**config.mk**
```make
export PLATFORM = sky130hd
export DESIGN_NAME = reset_origin_ctrl
export DESIGN_NICKNAME = d
export VERILOG_FILES = /design/src/rtl/rsd_pkg.sv /design/src/rtl/rsd_pin_sync.sv /design/src/rtl/rsd_seq_ctrl.sv /design/src/rtl/rsd_cause_reg.sv /design/src/rtl/reset_origin_ctrl.sv
export SDC_FILE = /design/constraint.sdc
export NUM_CORES = 1
export LEC_CHECK = 0
export ABC_AREA = 1
export BUFFER_PORTS_ARGS = -buffer_cell sky130_fd_sc_hd__buf_4
export CORE_MARGIN = 4
export CORE_UTILIZATION = 50
export CTS_CLUSTER_SIZE = 8
export DETAILED_ROUTE_END_ITERATION = 8
export PLACE_DENSITY = 0.74
export SYNTH_ARGS = -nofsm -noshare
export SYNTH_HDL_FRONTEND = slang
export SYNTH_HIERARCHICAL = 1
export SYNTH_SLANG_ARGS = --single-unit
```
**constraint.sdc**
```tcl
create_clock -name clk -period 1.4 [get_ports clk]
set_input_delay 0.14 -clock clk [delete_from_list [all_inputs] [get_ports clk]]
set_output_delay 0.14 -clock clk [all_outputs]
set_load 0.1 [all_outputs]
```
**src/rtl/rsd_pkg.sv**
```systemverilog
// Shared types for the reset origin discriminator.
// Assumes: the one-hot cause bit positions below are decoded by software-visible status logic.
package rsd_pkg;
    typedef enum logic [1:0] {
        ST_IDLE    = 2'd0,
        ST_DRIVE   = 2'd1,
        ST_SETTLE  = 2'd2,
        ST_RELEASE = 2'd3
    } rsd_state_e;

    localparam int CAUSE_W      = 3;
    localparam int CAUSE_EXT    = 0;
    localparam int CAUSE_WDOG   = 1;
    localparam int CAUSE_CLKMON = 2;
endpackage

```
**src/rtl/rsd_pin_sync.sv**
```systemverilog
// Synchronizes the reset pin level and flags its falling edges.
// Assumes: STAGES >= 2; the pin idles high, so all flops reset to 1.
module rsd_pin_sync #(
    parameter int STAGES = 2
) (
    input  logic clk,
    input  logic rst_n,
    input  logic pin_i,
    output logic level_o,
    output logic fall_o
);
    logic [STAGES-1:0] chain_q;
    logic              level_d_q;

    // First synchronizer flop captures the raw pin.
    always_ff @(posedge clk) begin
        if (!rst_n) chain_q[0] <= 1'b1;
        else        chain_q[0] <= pin_i;
    end

    genvar g;
    generate
        for (g = 1; g < STAGES; g++) begin : g_stage
            // Each further stage shifts the level one flop down the chain.
            always_ff @(posedge clk) begin
                if (!rst_n) chain_q[g] <= 1'b1;
                else        chain_q[g] <= chain_q[g-1];
            end
        end
    endgenerate

    // Delayed copy of the synchronized level for edge detection.
    always_ff @(posedge clk) begin
        if (!rst_n) level_d_q <= 1'b1;
        else        level_d_q <= chain_q[STAGES-1];
    end

    assign level_o = chain_q[STAGES-1];
    assign fall_o  = level_d_q & ~chain_q[STAGES-1];
endmodule

```
**src/rtl/rsd_seq_ctrl.sv**
```systemverilog
// Drive / settle / release sequencer with its cycle counter.
// Assumes: trigger_i is only acted upon in the idle state.
module rsd_seq_ctrl
    import rsd_pkg::*;
#(
    parameter int DRIVE_CYCLES = 16,
    parameter int WAIT_CYCLES  = 10
) (
    input  logic       clk,
    input  logic       rst_n,
    input  logic       trigger_i,
    output rsd_state_e state_o,
    output logic       start_o,
    output logic       sample_o
);
    localparam int MAXC = (DRIVE_CYCLES > WAIT_CYCLES) ? DRIVE_CYCLES : WAIT_CYCLES;
    localparam int CW   = $clog2(MAXC + 1);
    localparam logic [CW-1:0] DRIVE_LAST = CW'(DRIVE_CYCLES - 1);
    localparam logic [CW-1:0] WAIT_LAST  = CW'(WAIT_CYCLES - 1);

    rsd_state_e    state_q;
    logic [CW-1:0] cnt_q;

    assign start_o  = (state_q == ST_IDLE) && trigger_i;
    assign sample_o = (state_q == ST_SETTLE) && (cnt_q == WAIT_LAST);
    assign state_o  = state_q;

    // State and counter advance.
    always_ff @(posedge clk) begin
        if (!rst_n) begin
            state_q <= ST_IDLE;
            cnt_q   <= '0;
        end else begin
            unique case (state_q)
                ST_IDLE: begin
                    cnt_q <= '0;
                    if (trigger_i) state_q <= ST_DRIVE;
                end
                ST_DRIVE: begin
                    if (cnt_q == DRIVE_LAST) begin
                        state_q <= ST_SETTLE;
                        cnt_q   <= '0;
                    end else begin
                        cnt_q <= cnt_q + 1'b1;
                    end
                end
                ST_SETTLE: begin
                    if (cnt_q == WAIT_LAST) begin
                        state_q <= ST_RELEASE;
                        cnt_q   <= '0;
                    end else begin
                        cnt_q <= cnt_q + 1'b1;
                    end
                end
                default: state_q <= ST_IDLE;
            endcase
        end
    end

    // a sequence only begins from idle with a trigger present.
    p_entry_from_idle_r2: assert property (@(posedge clk) disable iff (!rst_n)
        (state_q == ST_DRIVE && cnt_q == '0) |-> $past(state_q == ST_IDLE && trigger_i))
        else $error("p_entry_from_idle_r2");

    // the sample cycle is followed by exactly one release cycle.
    p_release_after_sample_r7: assert property (@(posedge clk) disable iff (!rst_n)
        sample_o |=> (state_q == ST_RELEASE) ##1 (state_q == ST_IDLE))
        else $error("p_release_after_sample_r7");
endmodule

```
**src/rtl/rsd_cause_reg.sv**
```systemverilog
// Latches internal requests and records the one-hot reset cause at the sample point.
// Assumes: start_i, sample_i and clear_i come from the sequencer and never coincide.
module rsd_cause_reg
    import rsd_pkg::*;
(
    input  logic               clk,
    input  logic               rst_n,
    input  logic               start_i,
    input  logic               collect_i,
    input  logic               clear_i,
    input  logic               sample_i,
    input  logic               level_i,
    input  logic               wdog_i,
    input  logic               clkmon_i,
    output logic [CAUSE_W-1:0] cause_o
);
    logic               pend_wdog_q;
    logic               pend_clkmon_q;
    logic [CAUSE_W-1:0] cause_q;
    logic [CAUSE_W-1:0] verdict;

    // Classification at the sample point: low pin wins, then watchdog, then clock monitor.
    always_comb begin
        verdict = '0;
        if (!level_i)           verdict[CAUSE_EXT]    = 1'b1;
        else if (pend_wdog_q)   verdict[CAUSE_WDOG]   = 1'b1;
        else if (pend_clkmon_q) verdict[CAUSE_CLKMON] = 1'b1;
        else                    verdict[CAUSE_EXT]    = 1'b1;
    end

    // Pending request capture and cause register update.
    always_ff @(posedge clk) begin
        if (!rst_n) begin
            pend_wdog_q   <= 1'b0;
            pend_clkmon_q <= 1'b0;
            cause_q       <= '0;
        end else if (start_i) begin
            pend_wdog_q   <= wdog_i;
            pend_clkmon_q <= clkmon_i;
            cause_q       <= '0;
        end else begin
            if (collect_i) begin
                pend_wdog_q   <= pend_wdog_q | wdog_i;
                pend_clkmon_q <= pend_clkmon_q | clkmon_i;
            end
            if (clear_i) begin
                pend_wdog_q   <= 1'b0;
                pend_clkmon_q <= 1'b0;
            end
            if (sample_i) cause_q <= verdict;
        end
    end

    assign cause_o = cause_q;

    // the cause word never has more than one bit set.
    p_cause_onehot_r6: assert property (@(posedge clk) disable iff (!rst_n)
        $onehot0(cause_o))
        else $error("p_cause_onehot_r6");

    // a low sampled level always yields the external cause.
    p_low_is_external_r4: assert property (@(posedge clk) disable iff (!rst_n)
        (sample_i && !level_i) |=> (cause_o == CAUSE_W'(1 << CAUSE_EXT)))
        else $error("p_low_is_external_r4");
endmodule

```
**src/rtl/reset_origin_ctrl.sv**
```systemverilog
// Top: drives the shared reset pin on any reset condition, samples it after release
// and reports whether the reset originated outside or inside the device.
// Assumes: pin_i reflects the wired-AND of this block's drive and any external driver.
module reset_origin_ctrl
    import rsd_pkg::*;
#(
    parameter int DRIVE_CYCLES  = 16,
    parameter int SETTLE_CYCLES = 8,
    parameter int SYNC_STAGES   = 2
) (
    input  logic               clk,
    input  logic               rst_n,
    input  logic               wdog_req_i,
    input  logic               clkmon_req_i,
    input  logic               pin_i,
    output logic               pin_drive_o,
    output logic               core_rst_o,
    output logic [CAUSE_W-1:0] cause_o
);
    localparam int WAIT_CYCLES = SETTLE_CYCLES + SYNC_STAGES;

    logic       pin_level;
    logic       pin_fall;
    logic       trigger;
    logic       start;
    logic       sample;
    rsd_state_e state;

    assign trigger = wdog_req_i | clkmon_req_i | pin_fall;

    rsd_pin_sync #(.STAGES(SYNC_STAGES)) u_sync (
        .clk     (clk),
        .rst_n   (rst_n),
        .pin_i   (pin_i),
        .level_o (pin_level),
        .fall_o  (pin_fall)
    );

    rsd_seq_ctrl #(.DRIVE_CYCLES(DRIVE_CYCLES), .WAIT_CYCLES(WAIT_CYCLES)) u_seq (
        .clk       (clk),
        .rst_n     (rst_n),
        .trigger_i (trigger),
        .state_o   (state),
        .start_o   (start),
        .sample_o  (sample)
    );

    rsd_cause_reg u_cause (
        .clk       (clk),
        .rst_n     (rst_n),
        .start_i   (start),
        .collect_i ((state == ST_DRIVE) || (state == ST_SETTLE)),
        .clear_i   (state == ST_RELEASE),
        .sample_i  (sample),
        .level_i   (pin_level),
        .wdog_i    (wdog_req_i),
        .clkmon_i  (clkmon_req_i),
        .cause_o   (cause_o)
    );

    assign pin_drive_o = (state == ST_DRIVE);
    assign core_rst_o  = (state != ST_IDLE);

    // the pin is never driven without the internal reset being active.
    p_drive_within_reset_r7: assert property (@(posedge clk) disable iff (!rst_n)
        pin_drive_o |-> core_rst_o)
        else $error("p_drive_within_reset_r7");

    // the cause word changes only at a sequence start or at the sample point.
    p_cause_hold_r6: assert property (@(posedge clk) disable iff (!rst_n)
        !$stable(cause_o) |-> $past(start || sample))
        else $error("p_cause_hold_r6");
endmodule

```
==> results.tsv, run 1 <==
metric	value	unit
final_hold_viol_count	0	
fillers	171	
grt_pass1_vias	784	
setup_tns	0	ps
ir_worst_vdd	1650	µV
ys_types	19	
worstReg2RegStart	u_seq/cnt_q[0]$_SDFFE_PN0P_	
clk_root_buffer_cell	clkbuf_4	
max_stage_delay	390	ps
clk_pin_slew_worst_paths	100	ps
pre_cts_ws	-60.9	ps
path_buf_inv	1	
gr-total-overflow	0	
yosys.area_share.simple	0.320	
cts-buffers-inserted	3	
arrival	1560	ps
routed_via_density	4.79	
syn_avg_cell_area	6.99	µm²
area_growth	27.7	%
worstHoldPathCells	3	
synth-seq-cells	15	
wire_per_inst	10.7	µm
worst_ep_required_time	1620	ps
synthDominantCellAreaShare	0.331	
synth-xor-area-share	0	
place.gp.congestion	0.868	
critical_path_class	flop to flop	
cts.path.max_buffers	2	
post-route-util	0.672	
cp_cell_sequence	ha_4 -> nand2_4 -> nor2_4 -> ha_4 -> inv_2 -> nand2_4 -> nand3_4 -> nand2_2 -> nand2_1 -> nor2_1	
whs_endpoint	u_sync/chain_q[0]$_SDFF_PN1_	
synth_area	908	µm²
finalSetupViolCount	0	
fin_crit	1340	ps
clk_latency	280	ps
vias	819	
grtUsageTotal	0.161	
wirelength	1840	µm
h-tree-depth	1	
yosys-top-cells-count	nand2_1 (36), inv_1 (27), dfxtp_1 (15)	
hold_class	input pin to flop	
ys_top_cells_by_area	dfxtp_1 (33%), ha_1 (15%), nand2_1 (15%), inv_1 (11%), nor2_1 (5.0%)	
fmax	747	MHz
reg2reg_depth	10	
diodes	0	
endpoint_kind	flop	
worstHoldStart	pin_i	
start_util	0.526	
cp_slowest_cell	dfxtp_4	
num_io_pins	10	
yosysMostFrequentCell	nand2_1	
die_y	50.6	µm
synthFlopType	dfxtp_1	
rsz0062_at_grt	yes	
syn-num-nets	146	
syn_inst	130	
drt_iter0_markers	4	
nets	163	
netlist.top_cell.by_area	dfxtp_1	
seq_area_frac_synth	0.331	
async_flop_share	0	
portBuffers	9	
cts_tree	yes	
clock-sinks	15	
power_density	1900	nW/µm²
antenna_found_initial	0	
die_x	50.6	µm
ant_nets	0	
core.rowCount	15	
muxShareOfSynthArea	0	
grt_max_degree	11	
synth_compound_area_frac	0.0785	
regToRegSetupSlack	60	ps
yosys_warnings	6	
setup.worst_path.start_class	flop	
fin_crit_sh	0.956	
drive_gt1_frac	0.288	
synth_adder_area_share	0.152	
fin_worst_skew	7.86	ps
worstPathMaxFanout	5	
leakagePower	0.544	nW
synth_top_family_by_area	simple AND/OR/NAND/NOR gates	
critPathTopFamily	simple AND/OR/NAND/NOR gates	
maxSlewHeadroom	0.816	
dp_hpwl	1340	µm
status	finished, final reports clean	
slew_viol_final	0	
dr.pass1.iters	4	
synth_edf_count	0	
layout_setup_ws	61.1	ps
timing.rr.end	u_seq/state_o[1]$_SDFFE_PN0P_	
core	1730	µm²
die_area	2560	µm²
grt_pass1_wl	3190	µm
worst_pin_slew	275	ps
drv_cap	0	
drc	0	
[power breakdown]
part / switching (mW) / internal, mW / total [mW]
clock network: 0.147 / 0.108 / 0.256
registers: 0.0783 / 0.518 / 0.597
logic: 0.888 / 0.468 / 1.36
[worst max-delay path by stage]
stage                             startpoint                       endpoint  slack [ps]  cells past startpoint
2_1_floorplan  u_seq/state_o[0]$_SDFFE_PN0P_                     core_rst_o          40                      3
3_3_place_gp     u_seq/cnt_q[1]$_SDFFE_PN0P_    u_seq/cnt_q[4]$_SDFFE_PN0P_           7                      9
3_5_place_dp     u_seq/cnt_q[1]$_SDFFE_PN0P_    u_seq/cnt_q[4]$_SDFFE_PN0P_         -60                      9
4_1_cts          u_seq/cnt_q[0]$_SDFFE_PN0P_    u_seq/cnt_q[4]$_SDFFE_PN0P_           6                      9
5_1_grt          u_seq/cnt_q[0]$_SDFFE_PN0P_  u_seq/state_o[1]$_SDFFE_PN0P_         -50                     10
6_report         u_seq/cnt_q[0]$_SDFFE_PN0P_  u_seq/state_o[1]$_SDFFE_PN0P_          60                     10
[kinds of logic (layout without fill, tap and decap cells)]
logic type,after synthesis,in the layout
flops,15,15
simple gates,62,62
fa+ha+maj,11,11
buf+inv,29,45
compound gates,13,13
[sequential cells by signal, summed over array words and instances (netlist names)]
register / cells
u_cause/cause_o: 3
u_cause/pend_clkmon_q: 1
u_cause/pend_wdog_q: 1
u_seq/cnt_q: 5
u_seq/state_o: 2
u_sync/chain_q: 1
u_sync/level_d_q: 1
u_sync/level_o: 1
[routing by layer]
metal | track usage | wire [µm] | vias to the layer above
met5 | 0 | 0 | -
met4 | 0.0269 | 13 | 0
met3 | 0.0475 | 71 | 2
met2 | 0.280 | 959 | 13
met1 | 0.196 | 794 | 377
li1 | - | - | 427
[worst register-to-register path, delay by kind of cell (launching register included)]
family / cells / cell delay [ps]
buf+inv: 1 / 40
flops: 1 / 390
simple gates: 7 / 540
fa+ha+maj: 2 / 290
[metrics by stage]
stage          power [mW]  area, µm²  cells  hold slack (ps)
2_1_floorplan        1.51        908    130              209
3_3_place_gp         1.74       1020    166              315
3_5_place_dp         1.77       1020    166              316
4_1_cts              2.12       1070    170             5.45
5_1_grt              2.39       1160    171             28.7
6_report             2.21       1160    171             17.9
[repair_timing]
item | CTS | global route
pin swaps | 0 | 2
resized for setup | 8 | 22
endpoints found under the setup margin | 10 | 14
setup buffers | 0 | 1
hold buffers | 0 | 0
[placed cells by master (no fill, tap or decap), types with 3 or more instances in the layout]
master / instances
inv_1: 24
nand2_4: 5
a21oi_1: 7
o21ai_0: 3
inv_2: 4
nand2_1: 33
dfxtp_1: 11
dfxtp_4: 3
clkbuf_4: 3
ha_1: 8
nor2_1: 9
buf_4: 10
nand3_1: 3
[area by class of cell]
class                      count  area [µm²]  area share
multi-input combinational     86         571       0.492
sequential                    15         313       0.270
inverter                      29         109      0.0939
timing repair buffer          12         106      0.0917
tap                           25        31.3      0.0270
clock buffer                   3        22.5      0.0194
clock inverter                 1        7.51     0.00647
Note: power is estimated with default switching activity, not from simulation.
==> run 2: changes to the inputs <==
--- a/config.mk
+++ b/config.mk
@@ -7,8 +7,10 @@
 export LEC_CHECK = 0
 export ABC_AREA = 1
 export BUFFER_PORTS_ARGS = -buffer_cell sky130_fd_sc_hd__buf_4
+export CELL_PAD_IN_SITES_DETAIL_PLACEMENT = 1
+export CELL_PAD_IN_SITES_GLOBAL_PLACEMENT = 1
 export CORE_MARGIN = 4
-export CORE_UTILIZATION = 50
+export CORE_UTILIZATION = 36
 export CTS_CLUSTER_SIZE = 8
 export DETAILED_ROUTE_END_ITERATION = 8
 export PLACE_DENSITY = 0.74
==> run 2 against run 1 <==
Compared with the run above: cell area grew 1.5%; fmax decreased by 3.8%; sequential power hardly changed; clock power is essentially flat; combinational power is essentially flat; critical path type unchanged.
==> results.tsv, run 2 (synthesis results as in run 1) <==
metric	value	unit	change
largest_reg_flops	5		unchanged
grtUsageTotal	0.146		was 0.161
cp_slowest_cell	dfxtp_4		unchanged
h-tree-depth	1		unchanged
drt_iter0_markers	10		was 4
fin_total_pwr	2.25	mW	was 2.21 mW
start_util	0.395		was 0.526
clock-sinks	15		unchanged
cts_tree	yes		unchanged
grt_max_degree	10		was 11
rsz0062_at_grt	yes		unchanged
layout_commonest_cell	nand2_1		unchanged
grt_pass1_vias	907		was 784
power_density	1910	nW/µm²	was 1900 nW/µm²
core.rowCount	17		was 15
cts_hold_buf	0		unchanged
portBuffers	9		unchanged
fin_worst_skew	8.23	ps	was 7.86 ps
wirelength	2380	µm	was 1840 µm
diodes	0		unchanged
cts.path.max_buffers	2		unchanged
place.gp.congestion	0.814		was 0.868
pre_cts_ws	-68.9	ps	was -60.9 ps
setup.worst_path.start_class	flop		unchanged
crit_top_cell	nand2_1		
final_hold_viol_count	0		unchanged
max_stage_delay	380	ps	was 390 ps
gr-total-overflow	0		unchanged
fmax	718	MHz	was 747 MHz
slew_viol_final	0		unchanged
clk_root_buffer_cell	clkbuf_4		unchanged
dr.pass1.iters	4		unchanged
drc	0		unchanged
worst_ep_required_time	1620	ps	about the same
leakagePower	0.586	nW	was 0.544 nW
drv_cap	0		unchanged
core	2300	µm²	was 1730 µm²
die_area	3390	µm²	was 2560 µm²
fillers	305		was 171
layout_common_cells	nand2_1 (35), inv_1 (25), buf_4 (16)		was nand2_1 (33), inv_1 (24), dfxtp_1 (11)
num_io_pins	10		unchanged
wire_per_inst	13.2	µm	was 10.7 µm
critical_path_class	flop to flop		unchanged
cp_cell_sequence	ha_4 -> nand2_4 -> nor2_4 -> ha_1 -> inv_1 -> nand3_1 -> nand2_1 -> nand2_1 -> a21oi_1		was ha_4 -> nand2_4 -> nor2_4 -> ha_4 -> inv_2 -> nand2_4 -> nand3_4 -> nand2_2 -> nand2_1 -> nor2_1
finalSetupViolCount	0		unchanged
ant_nets	0		unchanged
hold_class	input pin to flop		unchanged
grt_pass1_wl	3800	µm	was 3190 µm
routed_via_density	4.79		about the same
die_x	58.2	µm	was 50.6 µm
largest_register	u_seq/cnt_q		unchanged
arrival	1620	ps	was 1560 ps
clk_latency	290	ps	was 280 ps
nets	169		was 163
path_buf_inv	1		unchanged
fin_crit	1390	ps	was 1340 ps
status	finished, final reports clean		unchanged
fin_crit_sh	0.994		was 0.956
critPathTopFamily	adder cells		was simple AND/OR/NAND/NOR gates
dp_hpwl	1690	µm	was 1340 µm
drive_gt1_frac	0.296		was 0.288
regToRegSetupSlack	8	ps	was 60 ps
die_y	58.2	µm	was 50.6 µm
endpoint_kind	flop		unchanged
worst_pin_slew	278	ps	was 275 ps
ir_worst_vdd	1690	µV	was 1650 µV
area_growth	29.6	%	was 27.7%
worstPathMaxFanout	5		unchanged
cts-buffers-inserted	3		unchanged
vias	862		was 819
clk_pin_slew_worst_paths	100	ps	about the same
antenna_found_initial	0		unchanged
layout_setup_ws	7.91	ps	was 61.1 ps
maxSlewHeadroom	0.816		about the same
## run 2: metrics by stage
step / hold WS, ps / cell area, µm² / setup TNS (ps) / instances / util
after floorplan: 209 / 908 / 0 / 130 / -
after global placement: 310 / 1060 / 0 / 173 / 0.460
after detailed placement: 321 / 1060 / -175 / 173 / 0.460
after CTS: 13.9 / 1110 / 0 / 177 / 0.483
after global routing: 10.6 / 1180 / -212 / 180 / 0.513
final: 13.9 / 1180 / 0 / 180 / 0.513
## run 2: worst paths after layout
check	startpoint	end	cells past startpoint
worst max-delay path	u_seq/cnt_q[0]$_SDFFE_PN0P_	u_seq/cnt_q[4]$_SDFFE_PN0P_	9
worst min-delay path	pin_i	u_sync/chain_q[0]$_SDFF_PN1_	3
worst max register to register	u_seq/cnt_q[0]$_SDFFE_PN0P_	u_seq/cnt_q[4]$_SDFFE_PN0P_	9
worst min register to register	u_sync/chain_q[0]$_SDFF_PN1_	u_sync/level_o$_SDFF_PN1_	2
## run 2: final cells by class
type                       count  area [µm²]  area share
timing repair buffer          18         151       0.129
sequential                    15         313       0.266
clock buffer                   3        22.5      0.0191
tap                           28        35.0      0.0298
inverter                      29         109      0.0925
clock inverter                 1        5.00     0.00425
multi-input combinational     86         542       0.460
## run 2: what timing repair did
item / in CTS / in global routing
resized for setup: 11 / 14
setup endpoints to repair: 10 / 11
setup buffers: 0 / 3
pin swaps: 1 / 8
## run 2: metal layers
layer,part of all wire,global-route usage
met2,0.51,0.250
met4,0.023,0.0728
met5,0,0
met3,0.027,0.0267
met1,0.44,0.172
## run 2: report_power, final
group	internal, mW	total, mW	switching, mW	leakage (nW)
Clock	0.106	0.257	0.151	0.0177
Sequential	0.518	0.600	0.0820	0.125
Combinational	0.476	1.39	0.915	0.444
Total	1.10	2.25	1.15	0.586
## run 2: worst reg2reg max path: stages, from the launching register on
cell	delay (ps)
dfxtp_4	380
ha_4	170
nand2_4	70
nor2_4	40
ha_1	280
inv_1	70
nand3_1	70
nand2_1	80
nand2_1	50
a21oi_1	120
==> run 3: changes to the inputs <==
--- a/config.mk
+++ b/config.mk
@@ -14,6 +14,7 @@
 export CTS_CLUSTER_SIZE = 8
 export DETAILED_ROUTE_END_ITERATION = 8
 export PLACE_DENSITY = 0.74
+export RECOVER_POWER = 100
 export SYNTH_ARGS = -nofsm -noshare
 export SYNTH_HDL_FRONTEND = slang
 export SYNTH_HIERARCHICAL = 1
==> run 3 against run 2 <==
Compared with the run above: worst setup slack unchanged; via count unchanged; first-iteration DRC count unchanged; utilization down 0.33 points; hold slack unchanged; critical path type unchanged; critical endpoint unchanged; largest cell class unchanged.
==> results.tsv, run 3 (synthesis results as in run 1) <==
metric	value	unit	change
status	finished, final reports clean		unchanged
fin_worst_skew	8.23	ps	unchanged
vias	862		unchanged
clk_root_buffer_cell	clkbuf_4		unchanged
fillers	306		was 305
clk_pin_slew_worst_paths	100	ps	about the same
grtUsageTotal	0.146		unchanged
core.rowCount	17		unchanged
final_hold_viol_count	0		unchanged
area_growth	28.8	%	was 29.6%
finalSetupViolCount	0		unchanged
endpoint_kind	flop		unchanged
die_y	58.2	µm	unchanged
num_io_pins	10		unchanged
max_stage_delay	380	ps	about the same
drv_cap	0		unchanged
h-tree-depth	1		unchanged
drt_iter0_markers	10		unchanged
drc	0		unchanged
fin_total_pwr	2.25	mW	about the same
p_clk_frac	0.115		about the same
start_util	0.395		unchanged
place_area	1060	µm²	unchanged
nets	169		unchanged
fin_crit	1390	ps	unchanged
drive_gt1_frac	0.296		unchanged
dp_hpwl	1690	µm	unchanged
dr.pass1.iters	4		unchanged
core	2300	µm²	unchanged
antenna_found_initial	0		unchanged
arrival	1620	ps	about the same
setup.worst_path.start_class	flop		unchanged
cp_cell_sequence	ha_4 -> nand2_4 -> nor2_4 -> ha_1 -> inv_1 -> nand3_1 -> nand2_1 -> nand2_1 -> a21oi_1		unchanged
sequentialPowerShare	0.267		about the same
cts_tree	yes		unchanged
largest_register	u_seq/cnt_q		unchanged
p_switching	1.15	mW	about the same
place.gp.congestion	0.814		unchanged
grt_max_degree	10		unchanged
worstPathMaxFanout	5		unchanged
regToRegSetupSlack	8	ps	about the same
cp_slowest_cell	dfxtp_4		unchanged
grt_pass1_wl	3800	µm	unchanged
ir_worst_vdd	1690	µV	unchanged
swShare	0.511		about the same
ant_nets	0		unchanged
grt_pass1_vias	907		unchanged
cts.path.max_buffers	2		unchanged
diodes	0		unchanged
routed_via_density	4.79		unchanged
wire_per_inst	13.2	µm	about the same
leakagePower	0.585	nW	was 0.586 nW
gr-total-overflow	0		unchanged
worst_pin_slew	540	ps	was 278 ps
finish.instance_area	1170	µm²	was 1180 µm²
crit_top_cell	nand2_1		unchanged
cts-buffers-inserted	3		unchanged
layout_common_cells	nand2_1 (35), inv_1 (25), buf_4 (13)		was nand2_1 (35), inv_1 (25), buf_4 (16)
p_int	1.10	mW	unchanged
fmax	718	MHz	unchanged
critical_path_class	flop to flop		unchanged
wirelength	2380	µm	about the same
portBuffers	9		unchanged
largest_reg_flops	5		unchanged
die_area	3390	µm²	unchanged
whs	13.9	ps	unchanged
cts_hold_buf	0		unchanged
worst_ep_required_time	1620	ps	about the same
layout_commonest_cell	nand2_1		unchanged
die_x	58.2	µm	unchanged
clk_latency	290	ps	about the same
hold_class	input pin to flop		unchanged
slew_viol_final	0		unchanged
maxSlewHeadroom	0.642		was 0.816
power_density	1920	nW/µm²	was 1910 nW/µm²
comb_power_share	0.619		about the same
fin_crit_sh	0.994		unchanged
rsz0062_at_grt	yes		unchanged
clock-sinks	15		unchanged
-- run 3: changes by cell type in the layout (fill, tap and decap cells not counted) --
| cell | previous run | this run |
|---|---|---|
| buf_4 | 16 | 13 |
| clkbuf_2 | 0 | 2 |
| buf_2 | 0 | 1 |
-- run 3: what timing repair did --
action                     4_1_cts  5_1_grt
gates resized for setup         11       14
pin swaps                        1        8
setup endpoints to repair       10       11
hold endpoints to repair         0        0
buffers inserted                 0        3
-- run 3: worst max-delay path: cells and delay by family, from the launching register on --
kind / cells / cell delay [ps]
AO/OA/AOI/OAI: 1 / 120
adder cells (fa/ha/maj): 2 / 450
buffers and inverters: 1 / 70
flip-flops: 1 / 380
AND/OR/NAND/NOR: 5 / 310
-- run 3: power groups by stage --
stage	sequential, mW	combinational (mW)	clock (mW)
finish	0.600	1.39	0.257
global route	0.615	1.54	0.289
CTS	0.586	1.33	0.263
detailed placement	0.581	1.24	0
global placement	0.569	1.21	0
floorplan	0.568	0.945	0
-- run 3: path summary, 6_finish.rpt --
check / start / endpoint / cells after the start
hold reg to reg: u_sync/chain_q[0]$_SDFF_PN1_ / u_sync/level_o$_SDFF_PN1_ / 2
setup reg to reg: u_seq/cnt_q[0]$_SDFFE_PN0P_ / u_seq/cnt_q[4]$_SDFFE_PN0P_ / 9
setup / recovery: u_seq/cnt_q[0]$_SDFFE_PN0P_ / u_seq/cnt_q[4]$_SDFFE_PN0P_ / 9
hold / removal: pin_i / u_sync/chain_q[0]$_SDFF_PN1_ / 3
-- run 3: area by class of cell --
cell class | instances | area (µm²) | area share
clock buffer | 3 | 22.5 | 0.0193
clock inverter | 1 | 5.00 | 0.00428
inverter | 29 | 109 | 0.0930
multi-input combinational | 86 | 542 | 0.463
sequential | 15 | 313 | 0.267
tap | 28 | 35.0 | 0.0299
timing repair buffer | 18 | 144 | 0.123
-- run 3: stage by stage --
stage / setup TNS (ps) / instances / setup slack (ps) / utilization
4_1_cts: 0 / 177 / 1.00 / 0.483
5_1_grt: -212 / 180 / -84.0 / 0.509
3_3_place_gp: 0 / 173 / 10.3 / 0.460
3_5_place_dp: -175 / 173 / -68.9 / 0.460
2_1_floorplan: 0 / 130 / 43.7 / -
6_report: 0 / 180 / 7.91 / 0.509
-- run 3: per-layer routing --
metal / vias up / track usage / share of wire
met5: - / 0 / 0
met3: 6 / 0.0267 / 0.027
li1: 436 / - / -
met4: 0 / 0.0728 / 0.023
met2: 15 / 0.250 / 0.51
met1: 405 / 0.172 / 0.44
